**src/rtl/evc_pkg.sv**
```systemverilog
`timescale 1ns/1ps
package evc_pkg;

    typedef enum logic [1:0] {
        FLT_OFF  = 2'b00,
        FLT_BASE = 2'b01,
        FLT_MID  = 2'b10,
        FLT_SLOW = 2'b11
    } flt_sel_e;

    typedef enum logic [1:0] {
        GATE_ALWAYS = 2'b00,
        GATE_INT    = 2'b01,
        GATE_AUX    = 2'b10,
        GATE_RSVD   = 2'b11
    } gate_mode_e;

endpackage

```
**src/rtl/evc_sync.sv**
```systemverilog
`timescale 1ns/1ps
// Multi-bit synchronizer: each bit passes through STAGES flops.
module evc_sync #(
    parameter int W      = 3,
    parameter int STAGES = 2
) (
    input  logic         clk,
    input  logic         rst_n,
    input  logic [W-1:0] din,
    output logic [W-1:0] dout
);
    typedef struct packed {
        logic [STAGES-1:0][W-1:0] stg;
    } sync_t;

    sync_t cur_q, nxt_d;

    always_comb begin
        nxt_d        = cur_q;
        nxt_d.stg[0] = din;
        for (int i = 1; i < STAGES; i++) begin
            nxt_d.stg[i] = cur_q.stg[i-1];
        end
    end

    always_ff @(posedge clk or negedge rst_n) begin
        if (!rst_n) cur_q <= '0;
        else        cur_q <= nxt_d;
    end

    assign dout = cur_q.stg[STAGES-1];
endmodule

```
**src/rtl/evc_presc.sv**
```systemverilog
`timescale 1ns/1ps
// Free-running prescaler producing one-cycle sample enables.
module evc_presc #(
    parameter int MID_DIV  = 8,
    parameter int SLOW_DIV = 32
) (
    input  logic clk,
    input  logic rst_n,
    output logic en_mid,
    output logic en_slow
);
    localparam int CW = $clog2(SLOW_DIV);
    localparam int MW = $clog2(MID_DIV);

    typedef struct packed {
        logic [CW-1:0] cnt;
    } presc_t;

    presc_t cur_q, nxt_d;

    always_comb begin
        nxt_d     = cur_q;
        nxt_d.cnt = cur_q.cnt + CW'(1);
    end

    always_ff @(posedge clk or negedge rst_n) begin
        if (!rst_n) cur_q <= '0;
        else        cur_q <= nxt_d;
    end

    assign en_mid  = &cur_q.cnt[MW-1:0];
    assign en_slow = &cur_q.cnt;
endmodule

```
**src/rtl/evc_filt.sv**
```systemverilog
`timescale 1ns/1ps
// Run-length glitch filter: the level follows the input only after
// RUN_LEN equal samples taken at the selected rate.
module evc_filt
    import evc_pkg::*;
#(
    parameter int RUN_LEN = 3
) (
    input  logic     clk,
    input  logic     rst_n,
    input  logic     din,
    input  flt_sel_e sel,
    input  logic     en_mid,
    input  logic     en_slow,
    output logic     level
);
    localparam int RW = $clog2(RUN_LEN + 1);

    typedef struct packed {
        logic          level;
        logic          cand;
        logic [RW-1:0] run;
        flt_sel_e      sel;
    } filt_t;

    filt_t cur_q, nxt_d;
    logic  smp_en;

    always_comb begin
        case (sel)
            FLT_OFF:  smp_en = 1'b0;
            FLT_BASE: smp_en = 1'b1;
            FLT_MID:  smp_en = en_mid;
            default:  smp_en = en_slow;
        endcase
    end

    always_comb begin
        nxt_d     = cur_q;
        nxt_d.sel = sel;
        if (sel != cur_q.sel) begin
            // new sample rate: earlier samples no longer count
            nxt_d.run = '0;
        end else if (sel == FLT_OFF) begin
            nxt_d.level = din;
            nxt_d.cand  = din;
            nxt_d.run   = RW'(RUN_LEN);
        end else if (smp_en) begin
            if (din == cur_q.cand) begin
                if (cur_q.run < RW'(RUN_LEN)) nxt_d.run = cur_q.run + RW'(1);
            end else begin
                nxt_d.cand = din;
                nxt_d.run  = RW'(1);
            end
            if (nxt_d.run == RW'(RUN_LEN)) nxt_d.level = nxt_d.cand;
        end
    end

    always_ff @(posedge clk or negedge rst_n) begin
        if (!rst_n) begin
            cur_q.level <= 1'b0;
            cur_q.cand  <= 1'b0;
            cur_q.run   <= '0;
            cur_q.sel   <= FLT_OFF;
        end else begin
            cur_q <= nxt_d;
        end
    end

    assign level = cur_q.level;
endmodule

```
**src/rtl/evc_qual.sv**
```systemverilog
`timescale 1ns/1ps
// Edge detector with gate qualification; emits a registered one-cycle pulse.
module evc_qual
    import evc_pkg::*;
(
    input  logic       clk,
    input  logic       rst_n,
    input  logic       level,
    input  logic       edge_fall,
    input  gate_mode_e mode,
    input  logic       gate_pol_rise,
    input  logic       int_s,
    input  logic       aux_s,
    output logic       pulse
);
    typedef struct packed {
        logic prev;
        logic pulse;
    } qual_t;

    qual_t cur_q, nxt_d;
    logic  gate_open;
    logic  hit;

    always_comb begin
        case (mode)
            GATE_ALWAYS: gate_open = 1'b1;
            GATE_INT:    gate_open = gate_pol_rise ? ~int_s : int_s;
            GATE_AUX:    gate_open = ~aux_s;
            default:     gate_open = 1'b0;
        endcase
        hit = edge_fall ? (cur_q.prev & ~level) : (~cur_q.prev & level);
    end

    always_comb begin
        nxt_d       = cur_q;
        nxt_d.prev  = level;
        nxt_d.pulse = hit & gate_open;
    end

    always_ff @(posedge clk or negedge rst_n) begin
        if (!rst_n) cur_q <= '0;
        else        cur_q <= nxt_d;
    end

    assign pulse = cur_q.pulse;
endmodule

```
**src/rtl/event_gate_counter.sv**
```systemverilog
`timescale 1ns/1ps
module event_gate_counter
    import evc_pkg::*;
#(
    parameter int CNT_W       = 8,
    parameter int SYNC_STAGES = 2,
    parameter int RUN_LEN     = 3,
    parameter int MID_DIV     = 8,
    parameter int SLOW_DIV    = 32
) (
    input  logic             clk,
    input  logic             rst_n,
    input  logic             evt_pin,
    input  logic             gate_lvl_in,
    input  logic             aux_tmr_in,
    input  logic [1:0]       flt_sel,
    input  logic             edge_fall,
    input  logic [1:0]       gate_mode,
    input  logic             gate_pol_rise,
    output logic             cnt_pulse,
    output logic [CNT_W-1:0] cnt_value,
    output logic             evt_level
);
    localparam int NSYNC = 3;

    logic [NSYNC-1:0] raw_in;
    logic [NSYNC-1:0] sync_out;
    logic             en_mid;
    logic             en_slow;
    logic             flt_level;
    logic             pulse;

    assign raw_in = {aux_tmr_in, gate_lvl_in, evt_pin};

    evc_sync #(.W(NSYNC), .STAGES(SYNC_STAGES)) u_sync (
        .clk  (clk),
        .rst_n(rst_n),
        .din  (raw_in),
        .dout (sync_out)
    );

    evc_presc #(.MID_DIV(MID_DIV), .SLOW_DIV(SLOW_DIV)) u_presc (
        .clk    (clk),
        .rst_n  (rst_n),
        .en_mid (en_mid),
        .en_slow(en_slow)
    );

    evc_filt #(.RUN_LEN(RUN_LEN)) u_filt (
        .clk    (clk),
        .rst_n  (rst_n),
        .din    (sync_out[0]),
        .sel    (flt_sel_e'(flt_sel)),
        .en_mid (en_mid),
        .en_slow(en_slow),
        .level  (flt_level)
    );

    evc_qual u_qual (
        .clk          (clk),
        .rst_n        (rst_n),
        .level        (flt_level),
        .edge_fall    (edge_fall),
        .mode         (gate_mode_e'(gate_mode)),
        .gate_pol_rise(gate_pol_rise),
        .int_s        (sync_out[1]),
        .aux_s        (sync_out[2]),
        .pulse        (pulse)
    );

    typedef struct packed {
        logic [CNT_W-1:0] cnt;
    } cnt_t;

    cnt_t cur_q, nxt_d;

    always_comb begin
        nxt_d = cur_q;
        if (pulse) nxt_d.cnt = cur_q.cnt + CNT_W'(1);
    end

    always_ff @(posedge clk or negedge rst_n) begin
        if (!rst_n) cur_q <= '0;
        else        cur_q <= nxt_d;
    end

    assign cnt_pulse = pulse;
    assign cnt_value = cur_q.cnt;
    assign evt_level = flt_level;
endmodule

```
**config.mk**
```make
export PLATFORM = sky130hd
export DESIGN_NAME = event_gate_counter
export DESIGN_NICKNAME = d
export VERILOG_FILES = /design/src/rtl/evc_pkg.sv /design/src/rtl/evc_sync.sv /design/src/rtl/evc_presc.sv /design/src/rtl/evc_filt.sv /design/src/rtl/evc_qual.sv /design/src/rtl/event_gate_counter.sv
export SDC_FILE = /design/constraint.sdc
export NUM_CORES = 1
export LEC_CHECK = 0
export ABC_CLOCK_PERIOD_IN_PS = 1700
export BUFFER_PORTS_ARGS = -buffer_cell sky130_fd_sc_hd__buf_4
export CAP_MARGIN = 0
export CORE_UTILIZATION = 47
export DETAILED_ROUTE_END_ITERATION = 12
export PLACE_DENSITY = 0.72
export SYNTH_ARGS = -nofsm -noshare
export SYNTH_HDL_FRONTEND = slang
export SYNTH_SLANG_ARGS = --single-unit
export TNS_END_PERCENT = 100
```
**constraint.sdc**
```tcl
create_clock -name clk -period 1.7 [get_ports clk]
set_clock_uncertainty 0.05 [all_clocks]
set_input_delay 0.51 -clock clk [delete_from_list [all_inputs] [get_ports clk]]
set_output_delay 0.51 -clock clk [all_outputs]
set_load 0.05 [all_outputs]
```
Yosys cells after proc, flatten, opt, wreduce, memory -nomap -nowiden
Index checks and enable logic that the tools add are counted.
{ "word_totals": {"reg_bits": 27, "output_inout_bits": 10, "word_cells": 52} }
{ "classes": {"addsub": 3, "n_lt_le_gt_ge": 1, "n_eq_ne": 7, "mux": 14, "bitwise_logic": 8, "n_reduce_logical": 9} }
{ "ops": {"columns": ["operator", "count"], "rows": [
  ["2-to-1 mux 2 bit", 6],
  ["adder 8 x 1 -> 8 bit, second input constant", 1],
  ["2-to-1 mux 4 bit", 2],
  ["equality test 2 bit, second input constant", 3],
  ["case mux 1 bit (3 select lines)", 2],
  ["AND reduction 3 bit", 2],
  ["adder 5 x 1 -> 5 bit, second input constant", 1],
  ["inverter 1 bit", 5],
  ["AND reduction 5 bit", 1],
  ["equality test 2 x 1 -> 1 bit, second input constant", 2],
  ["zero test 2 bit", 2],
  ["2-to-1 mux 1 bit", 4],
  ["nonzero test 2 bit", 2],
  ["bitwise AND 1 bit", 3],
  ["nonzero test 3 bit", 1],
  ["adder 2 x 1 -> 2 bit, second input constant", 1],
  ["< comparator 2 bit, second input constant", 1],
  ["inequality test 2 bit", 1],
  ["AND reduction 2 bit", 1],
  ["equality test 1 bit", 1]
]} }

Logic depth before layout (Yosys ltp)
Gate-level depths: netlist of run 1.
{ "logic_depth": {"ltp_word": 11, "mapped_depth": 7, "ltp_nobuf": 7} }

Modules after synthesis
Synthesis of run 1 repeated with hierarchy kept, for this count alone.
{ "hier_totals": {"hier_cells": 92, "hier_area_um2": 1151.1} }
{ "modules_own_cells": {"columns": ["module", "n_inst", "cells_each", "area_each_um2", "seq_area_each_um2"], "rows": [
  ["evc_filt", 1, 38, 356.6, 150.1],
  ["event_gate_counter", 1, 26, 337.8, 200.2],
  ["evc_presc", 1, 12, 186.4, 125.1],
  ["evc_sync", 1, 9, 172.7, 150.1],
  ["evc_qual", 1, 7, 97.6, 50.0]
]} }

Least setup slack after synthesis of run 1
No wires, ideal clock.
{ "synth_timing": {"path_kind": "register -> register", "from": "reg u_presc.cur_q[0] (netlist name)", "to": "reg u_filt.cur_q[4] (netlist name)", "setup_time_ps": 128, "arrival_time_ps": 1550, "path_slack_ps": -27, "path_stages_with_launch": 8, "n_path_buf": 0, "cell_sequence": "dfrtp_1 -> ha_1 -> and3_1 -> ha_1 -> nand3_1 -> nand2_1 -> a31oi_1 -> mux2_1"} }
{ "synth_between": {"elab_chain_len": 4, "elab_cells_between_ends": 5, "cone_classes": "mux: 1; reduce/logical: 4"} }
{ "synth_lines": {"columns": ["item", "line_no", "source"], "rows": [
  ["start, declared", "evc_presc.sv:19", "presc_t cur_q, nxt_d;"],
  ["start signal, assigned", "evc_presc.sv:28", "else cur_q <= nxt_d;"],
  ["AND reduction 5 bit / AND reduction 3 bit (equally long branches)", "evc_presc.sv:32, evc_presc.sv:31", null],
  ["case mux 1 bit (3 select lines) *", "evc_filt.sv:30", "case (sel)"],
  ["nonzero test 2 bit (no line) *", null, null],
  ["AND reduction 2 bit (no line) *", null, null],
  ["end signal, assigned", "evc_filt.sv:66", "cur_q <= nxt_d;"],
  ["end, declared", "evc_filt.sv:26", "filt_t cur_q, nxt_d;"]
]} }
Every way passes the cells marked *; elsewhere a longest branch is shown, timed or not.
A chain may end at the register's enable or synchronous reset.

Worst setup path in the final report of run 1
Ends and elaborated chain as after synthesis.

==> metrics.md, run 1 <==
| Metric | Value |
|---|---|
| Status | finished with violations |
| Failing checks | negative setup slack |
| Fillers | 190 |
| Antenna diodes | 0 |
| Maximum Capacitance Violations | 0 |
| Sw Share | 0.384 |
| Peak VDD IR | 842 uV |
| Area delta synth->final | 29.1% |
| CTS Root Cell | clkbuf_4 |
| DRT Wirelength | 1.98 mm |
| WP data arrival | 1950 ps |
| Iter 0 DRT Violations | 8 |
| Final Hold Vio Count | 0 |
| Cell Area, Synth | 1110 sq um |
| Pwr dens | 1180 nW/um^2 |
| Period utilisation layout | 1.05 |
| CP delay by family, top | flip-flops |
| Routed vias | 782 |
| Post-DP Area | 1310 sq um |
| Yosys reg bits | 27 |
| Clock Tree Buf Depth | 2 |
| Largest net degree at the start of global routing | 28 |
| Actual slew at the worst max-slew pin | 366 ps |
| Vias in the first global route | 783 |
| Hold Buf Count CTS | 0 |
| Register area | 676 sq um |
| Synthesized instance count | 91 |
| CP cell instances | ha_4 -> and3_4 -> ha_4 -> nand3_2 -> nand2_1 -> a31oi_1 -> mux2_1 |
| Placed cell count | 141 |
| Net count after synthesis | 108 |
| Area of the multi-input gates | 485 sq um |
| Initial antenna violation count | 0 |
| Count of cell types in the netlist | 23 |
| Yosys warns | 0 |
| Synth top area cells | dfrtp_1 61%, xnor2_1 7.9%, ha_1 6.8%, nand2_1 4.1%, and3_1 2.3% |
| Gr ovfl total | 0 |
| Tmin final | 1780 ps |
| Synth top area share | 0.609 |
| Internal power | 1.04 mW |
| Most common cell after layout, fill and taps aside | dfrtp_1 |
| Final setup violation count | 2 |
| Commonest cells after routing, fill and taps aside | 27 x dfrtp_1, 26 x buf_4, 12 x nand2_1 |
| Row count | 17 |
| Worst Setup End Kind | flip-flop |
| Routability cong. | 0.666 |
| Die Y | 50.6 um |
| Final Non-Filler Cells | 148 |
| Fraction of layout cells with a size suffix above 1 | 0.342 |
| Net switching power | 649 uW |
| Setup WS post-layout | -76.5 ps |
| Finished Cell Area | 1430 sq um |
| Syn avg cell area | 12.2 sq um |
| Critical Path RT | 1870 ps |
| Final nets | 138 |
| Max Freq | 563 MHz |
| Tot Pwr | 1.69 mW |
| Average routed wire per standard cell | 13.4 um |
| Detail Placement HPWL | 1.34 mm |
| Synth area leader | dfrtp_1 |
| First drt pass iteration count | 4 |
| Slew HR | 0.756 |
| Register area share after synthesis | 0.609 |
| Crit path max fanout | 2 |
| Worst setup SP type | flip-flop |
| Global Route Usage Sum | 0.171 |
| Worst setup path category | flip-flop to flip-flop |
| Detail Route Antenna Nets | 0 |
| I/O pin count | 21 |
| First-pass GRT wire length | 3.21 mm |
| Register share of total power | 0.501 |
| Final setup TNS | -140 ps |
| TritonCTS clock tree | done |
| Final Max Tran Viols | 0 |
| PortBufs | 20 |
| Clock sink total | 27 |
| Die area | 2560 sq um |
| Logic gate share of total power | 0.335 |
| CTS buffer count | 3 |
| Via density | 5.28 |
| Core ar. | 2210 sq um |
| H-Tree Depth | 1 |
| Die X-Extent | 50.6 um |
| Initial Util | 0.502 |
| Clock-pin slew on the worst setup and hold paths | 140 ps |
| Clock group share of total power | 0.164 |
| RSZ-0062 raised after global routing | yes |
| DR DRC count | 0 |
| Clock latency on the worst-skew pair | 320 ps |
| Leak | 0.672 nW |
| Slowest library cell on the worst path | dfrtp_1 |
| Most common cell on crit path | ha_4 |
| Hold Crit Class | input pin to asynchronous set/reset pin |
| Bufs and invs on worst path | 0 |
| Worst path max stage delay | 440 ps |
[cell families (layout without fill, tap and decap cells)]
kind of cell             Yosys count  in the layout  synth area share
AO/OA/AOI/OAI                     11             11            0.0598
AND/OR/NAND/NOR                   27             27             0.119
multiplexers                       4              4            0.0395
XOR/XNOR                          11             11            0.0868
buffers and inverters              5             34            0.0180
flip-flops                        27             27             0.609
adder cells (fa/ha/maj)            6              6            0.0676
[flip-flops by register name, indices dropped and copies added (netlist names)]
signal / count
u_qual.cur_q: 1
cnt_value: 8
u_sync.dout: 3
u_presc.cur_q: 5
u_filt.cur_q: 5
u_sync.cur_q: 3
u_filt.level: 1
u_qual.pulse: 1
[area by class of cell]
cell class	count	area share
flip-flops and latches	27	0.472
multi-input cells	59	0.339
repair buffers	26	0.136
well taps	28	0.0245
clock buffers	4	0.0183
inverters	4	0.0105
[power by group through the flow]
stage / Sequential (mW) / Combinational (mW) / Clock [mW]
2_1_floorplan: 1.06 / 0.156 / 0
3_3_place_gp: 0.850 / 0.543 / 0
3_5_place_dp: 0.858 / 0.557 / 0
4_1_cts: 0.845 / 0.563 / 0.283
5_1_grt: 0.866 / 0.606 / 0.306
6_report: 0.846 / 0.567 / 0.277
[per-layer routing]
| metal | up-vias | track usage | share of wire |
|---|---|---|---|
| li1 | 368 | - | - |
| met3 | 2 | 0.0273 | 0.029 |
| met4 | 0 | 0.0694 | 0.0051 |
| met5 | - | 0 | 0 |
| met1 | 397 | 0.183 | 0.41 |
| met2 | 15 | 0.329 | 0.55 |
[per-stage QoR]
stage                     hold slack (ps)  setup WS (ps)  utilization
final                                19.5          -76.5        0.648
after global routing                 32.2           -163        0.648
after CTS                            26.9          -64.0        0.623
after detailed placement              290          -79.8        0.593
after global placement                283          -51.1        0.593
after floorplan                       164           5.94            -
[cell usage after synthesis]
| master | n |
|---|---|
| a21oi_1 | 2 |
| a221oi_1 | 1 |
| a31oi_1 | 1 |
| a41oi_1 | 1 |
| and3_1 | 4 |
| buf_2 | 1 |
| dfrtp_1 | 27 |
| ha_1 | 6 |
| inv_1 | 4 |
| mux2_1 | 2 |
| mux2_2 | 1 |
| mux2i_1 | 1 |
| nand2_1 | 12 |
| nand3_1 | 2 |
| nand4_1 | 4 |
| nor2_1 | 3 |
| nor3b_1 | 1 |
| o21ai_0 | 4 |
| o21ai_1 | 1 |
| o21bai_1 | 1 |
| or3b_1 | 1 |
| xnor2_1 | 10 |
| xor2_1 | 1 |
[worst paths after layout]
path | start | endpoint | slack (ps) | cells after the start
hold reg to reg | u_sync.cur_q[1] | u_sync.dout[1] | 320 | 0
setup / recovery | u_presc.cur_q[0] | u_filt.cur_q[4] | -80 | 7
min in group clk | gate_lvl_in | u_sync.cur_q[1] | 230 | 1
setup reg to reg | u_presc.cur_q[0] | u_filt.cur_q[4] | -80 | 7
hold / removal | rst_n | u_presc.cur_q[0] | 20 | 1
max in group asynchronous | rst_n | cnt_value[6] | 1330 | 1
[repair_timing]
item	4_1_cts	5_1_grt
gates resized for setup	5	9
endpoints found under the setup margin	3	4
pin swaps	5	6
buffers inserted	2	1
Power figures use the tool's default switching activity.
==> run 2: changes to the inputs <==
--- a/config.mk
+++ b/config.mk
@@ -5,12 +5,12 @@
 export SDC_FILE = /design/constraint.sdc
 export NUM_CORES = 1
 export LEC_CHECK = 0
-export ABC_CLOCK_PERIOD_IN_PS = 1700
+export ABC_CLOCK_PERIOD_IN_PS = 1800
 export BUFFER_PORTS_ARGS = -buffer_cell sky130_fd_sc_hd__buf_4
 export CAP_MARGIN = 0
-export CORE_UTILIZATION = 47
+export CORE_UTILIZATION = 50
 export DETAILED_ROUTE_END_ITERATION = 12
-export PLACE_DENSITY = 0.72
+export PLACE_DENSITY = 0.73
 export SYNTH_ARGS = -nofsm -noshare
 export SYNTH_HDL_FRONTEND = slang
 export SYNTH_SLANG_ARGS = --single-unit
==> constraint.sdc (replaced) <==
create_clock -name clk -period 1.8 [get_ports clk]
set_clock_uncertainty 0.05 [all_clocks]
set_input_delay 0.54 -clock clk [delete_from_list [all_inputs] [get_ports clk]]
set_output_delay 0.54 -clock clk [all_outputs]
set_load 0.05 [all_outputs]
==> run 2 against run 1 <==
Net effect: the run now ends clean; die area decreased by 5.8%; final cell count decreased by 3.4%; non-clock buffer count decreased by 4; clock-buffer cell count unchanged; via count decreased by 5.8%; worst hold slack improved by 37 ps; critical endpoint is now u_filt.level; highest routed layer unchanged.
==> metrics.md, run 2 (same netlist as run 1, synthesis figures left out) <==
| Metric | Value |
|---|---|
| H-Tree Depth | 1 (unchanged) |
| Hold Crit Class | input pin to asynchronous set/reset pin |
| Detail Placement HPWL | 1.24 mm (-7.4%) |
| Routed vias | 737 (-5.8%) |
| Clock latency on the worst-skew pair | 310 ps (about the same) |
| Placed cell count | 138 (-2.1%) |
| Peak VDD IR | 735 uV (-13%) |
| Global Route Usage Sum | 0.150 (-0.0211) |
| DR DRC count | 0 (unchanged) |
| Iter 0 DRT Violations | 4 (-4) |
| Gr ovfl total | 0 (unchanged) |
| Critical Path RT | 1960 ps (+90 ps) |
| Final Hold Vio Count | 0 (unchanged) |
| Antenna diodes | 0 (unchanged) |
| Largest net degree at the start of global routing | 28 (unchanged) |
| Worst setup path category | flip-flop to flip-flop |
| Final setup TNS | 0 ps (+140 ps) |
| Finished Cell Area | 1380 sq um (-3.7%) |
| I/O pin count | 21 (unchanged) |
| Hold_ws | 56.1 ps (+36.6 ps) |
| Reg2reg end | u_filt.level |
| Core ar. | 2020 sq um (-8.6%) |
| Most common cell after layout, fill and taps aside | dfrtp_1 |
| Vias in the first global route | 693 (-11%) |
| Final Non-Filler Cells | 143 (-3.4%) |
| Clock Tree Buf Depth | 2 (unchanged) |
| R2r setup slk | 30 ps (+100 ps) |
| Initial Util | 0.549 (+0.0472) |
| Die X-Extent | 49.1 um (-2.9%) |
| Fraction of layout cells with a size suffix above 1 | 0.293 (-0.0486) |
| Area delta synth->final | 24.4% |
| Worst R2R Start | u_presc.cur_q[1] |
| Actual slew at the worst max-slew pin | 320 ps (-46.3 ps) |
| DRT Wirelength | 1.71 mm (-13%) |
| Final Max Tran Viols | 0 (unchanged) |
| Initial antenna violation count | 0 (unchanged) |
| First-pass GRT wire length | 2.71 mm (-15%) |
| Tmin final | 1770 ps (-2.12 ps) |
| Status | complete, no violations |
| Average routed wire per standard cell | 12.0 um (-10%) |
| Final nets | 134 (-2.9%) |
| Die Y | 49.1 um (-2.9%) |
| Clock-pin slew on the worst setup and hold paths | 130 ps (about the same) |
| Worst Setup End Kind | flip-flop |
| Final setup violation count | 0 (-2) |
| TritonCTS clock tree | done |
| WP data arrival | 1930 ps (-20 ps) |
| Detail Route Antenna Nets | 0 (unchanged) |
| Slew HR | 0.787 (+0.0314) |
| CTS Root Cell | clkbuf_4 |
| RSZ-0062 raised after global routing | yes |
| Via density | 5.15 (-2.5%) |
| Leak | 0.647 nW (-3.8%) |
| Pwr dens | 1130 nW/um^2 (-4.4%) |
| Worst Setup SP | u_presc.cur_q[1] |
| Crit path max fanout | 2 (unchanged) |
| CTS buffer count | 3 (unchanged) |
| Row count | 16 (-1) |
| Post-DP Area | 1300 sq um (-1.2%) |
| Routability cong. | 0.713 (+7.0%) |
| Die area | 2410 sq um (-5.8%) |
| First drt pass iteration count | 4 (unchanged) |
| PortBufs | 20 (unchanged) |
| Commonest cells after routing, fill and taps aside | 27 x dfrtp_1, 22 x buf_4, 12 x nand2_1 |
| Max Freq | 564 MHz (+0.12%) |
| FF-to-FF path depth | 6 (-1) |
| Worst setup SP type | flip-flop |
| Clock sink total | 27 (unchanged) |
| Period utilisation layout | 0.986 (-0.0592) |
| Max reg flops | 8 (unchanged) |
| Maximum Capacitance Violations | 0 (unchanged) |
[run 2: cell types whose count changed in the layout (fill, tap and decap cells not counted), sizes merged]
cell,before,now
buf,26,22
[run 2: final cells by class]
type	instances	area [sq um]
Tap cell	27	33.8
Fill cell	159	642
Inverter	4	15.0
Sequential cell	27	676
Clock buffer	4	26.3
Multi-Input combinational cell	59	464
Timing Repair Buffer	22	165
[run 2: how the worst max path moves through the flow]
stage	endpoint	slack [ps]
after global placement	u_filt.level	3
after global routing	u_filt.level	-60
final	u_filt.level	30
after detailed placement	u_filt.cur_q[4]	-8
after CTS	u_filt.cur_q[4]	20
after floorplan	u_filt.cur_q[4]	70
[run 2: what timing repair did]
item                       in CTS  in global routing
pin swaps                       1                  5
setup endpoints to repair       1                  3
setup buffers                   1                  0
resized for setup               0                 10
gates cloned                    0                  0
hold buffers                    0                  0
[run 2: stage by stage]
stage               power, mW  worst slack, ps   util
floorplan                1.15             72.8      -
global placement         1.31             3.41  0.641
detailed placement       1.32            -8.49  0.641
CTS                      1.57             22.0  0.658
global route             1.65            -58.2  0.683
finish                   1.56             25.6  0.683
[run 2: routing by layer]
metal / track usage / share of wire
met1: 0.175 / 0.42
met2: 0.260 / 0.54
met3: 0.0405 / 0.039
met4: 0.0588 / 0.0053
met5: 0 / 0
[run 2: critical path: stages (launching register included)]
cell and delay, ps:
dfrtp_1 380, ha_2 210, ha_4 130, or3b_4 380, a21oi_2 120, o21ai_1 90, mux2_1 320
[run 2: where the power goes]
group	total, mW	switching, mW	internal, mW	leakage (nW)
sequential	0.794	0.0937	0.700	0.336
clock	0.247	0.160	0.0864	0.0150
combinational	0.515	0.332	0.183	0.295
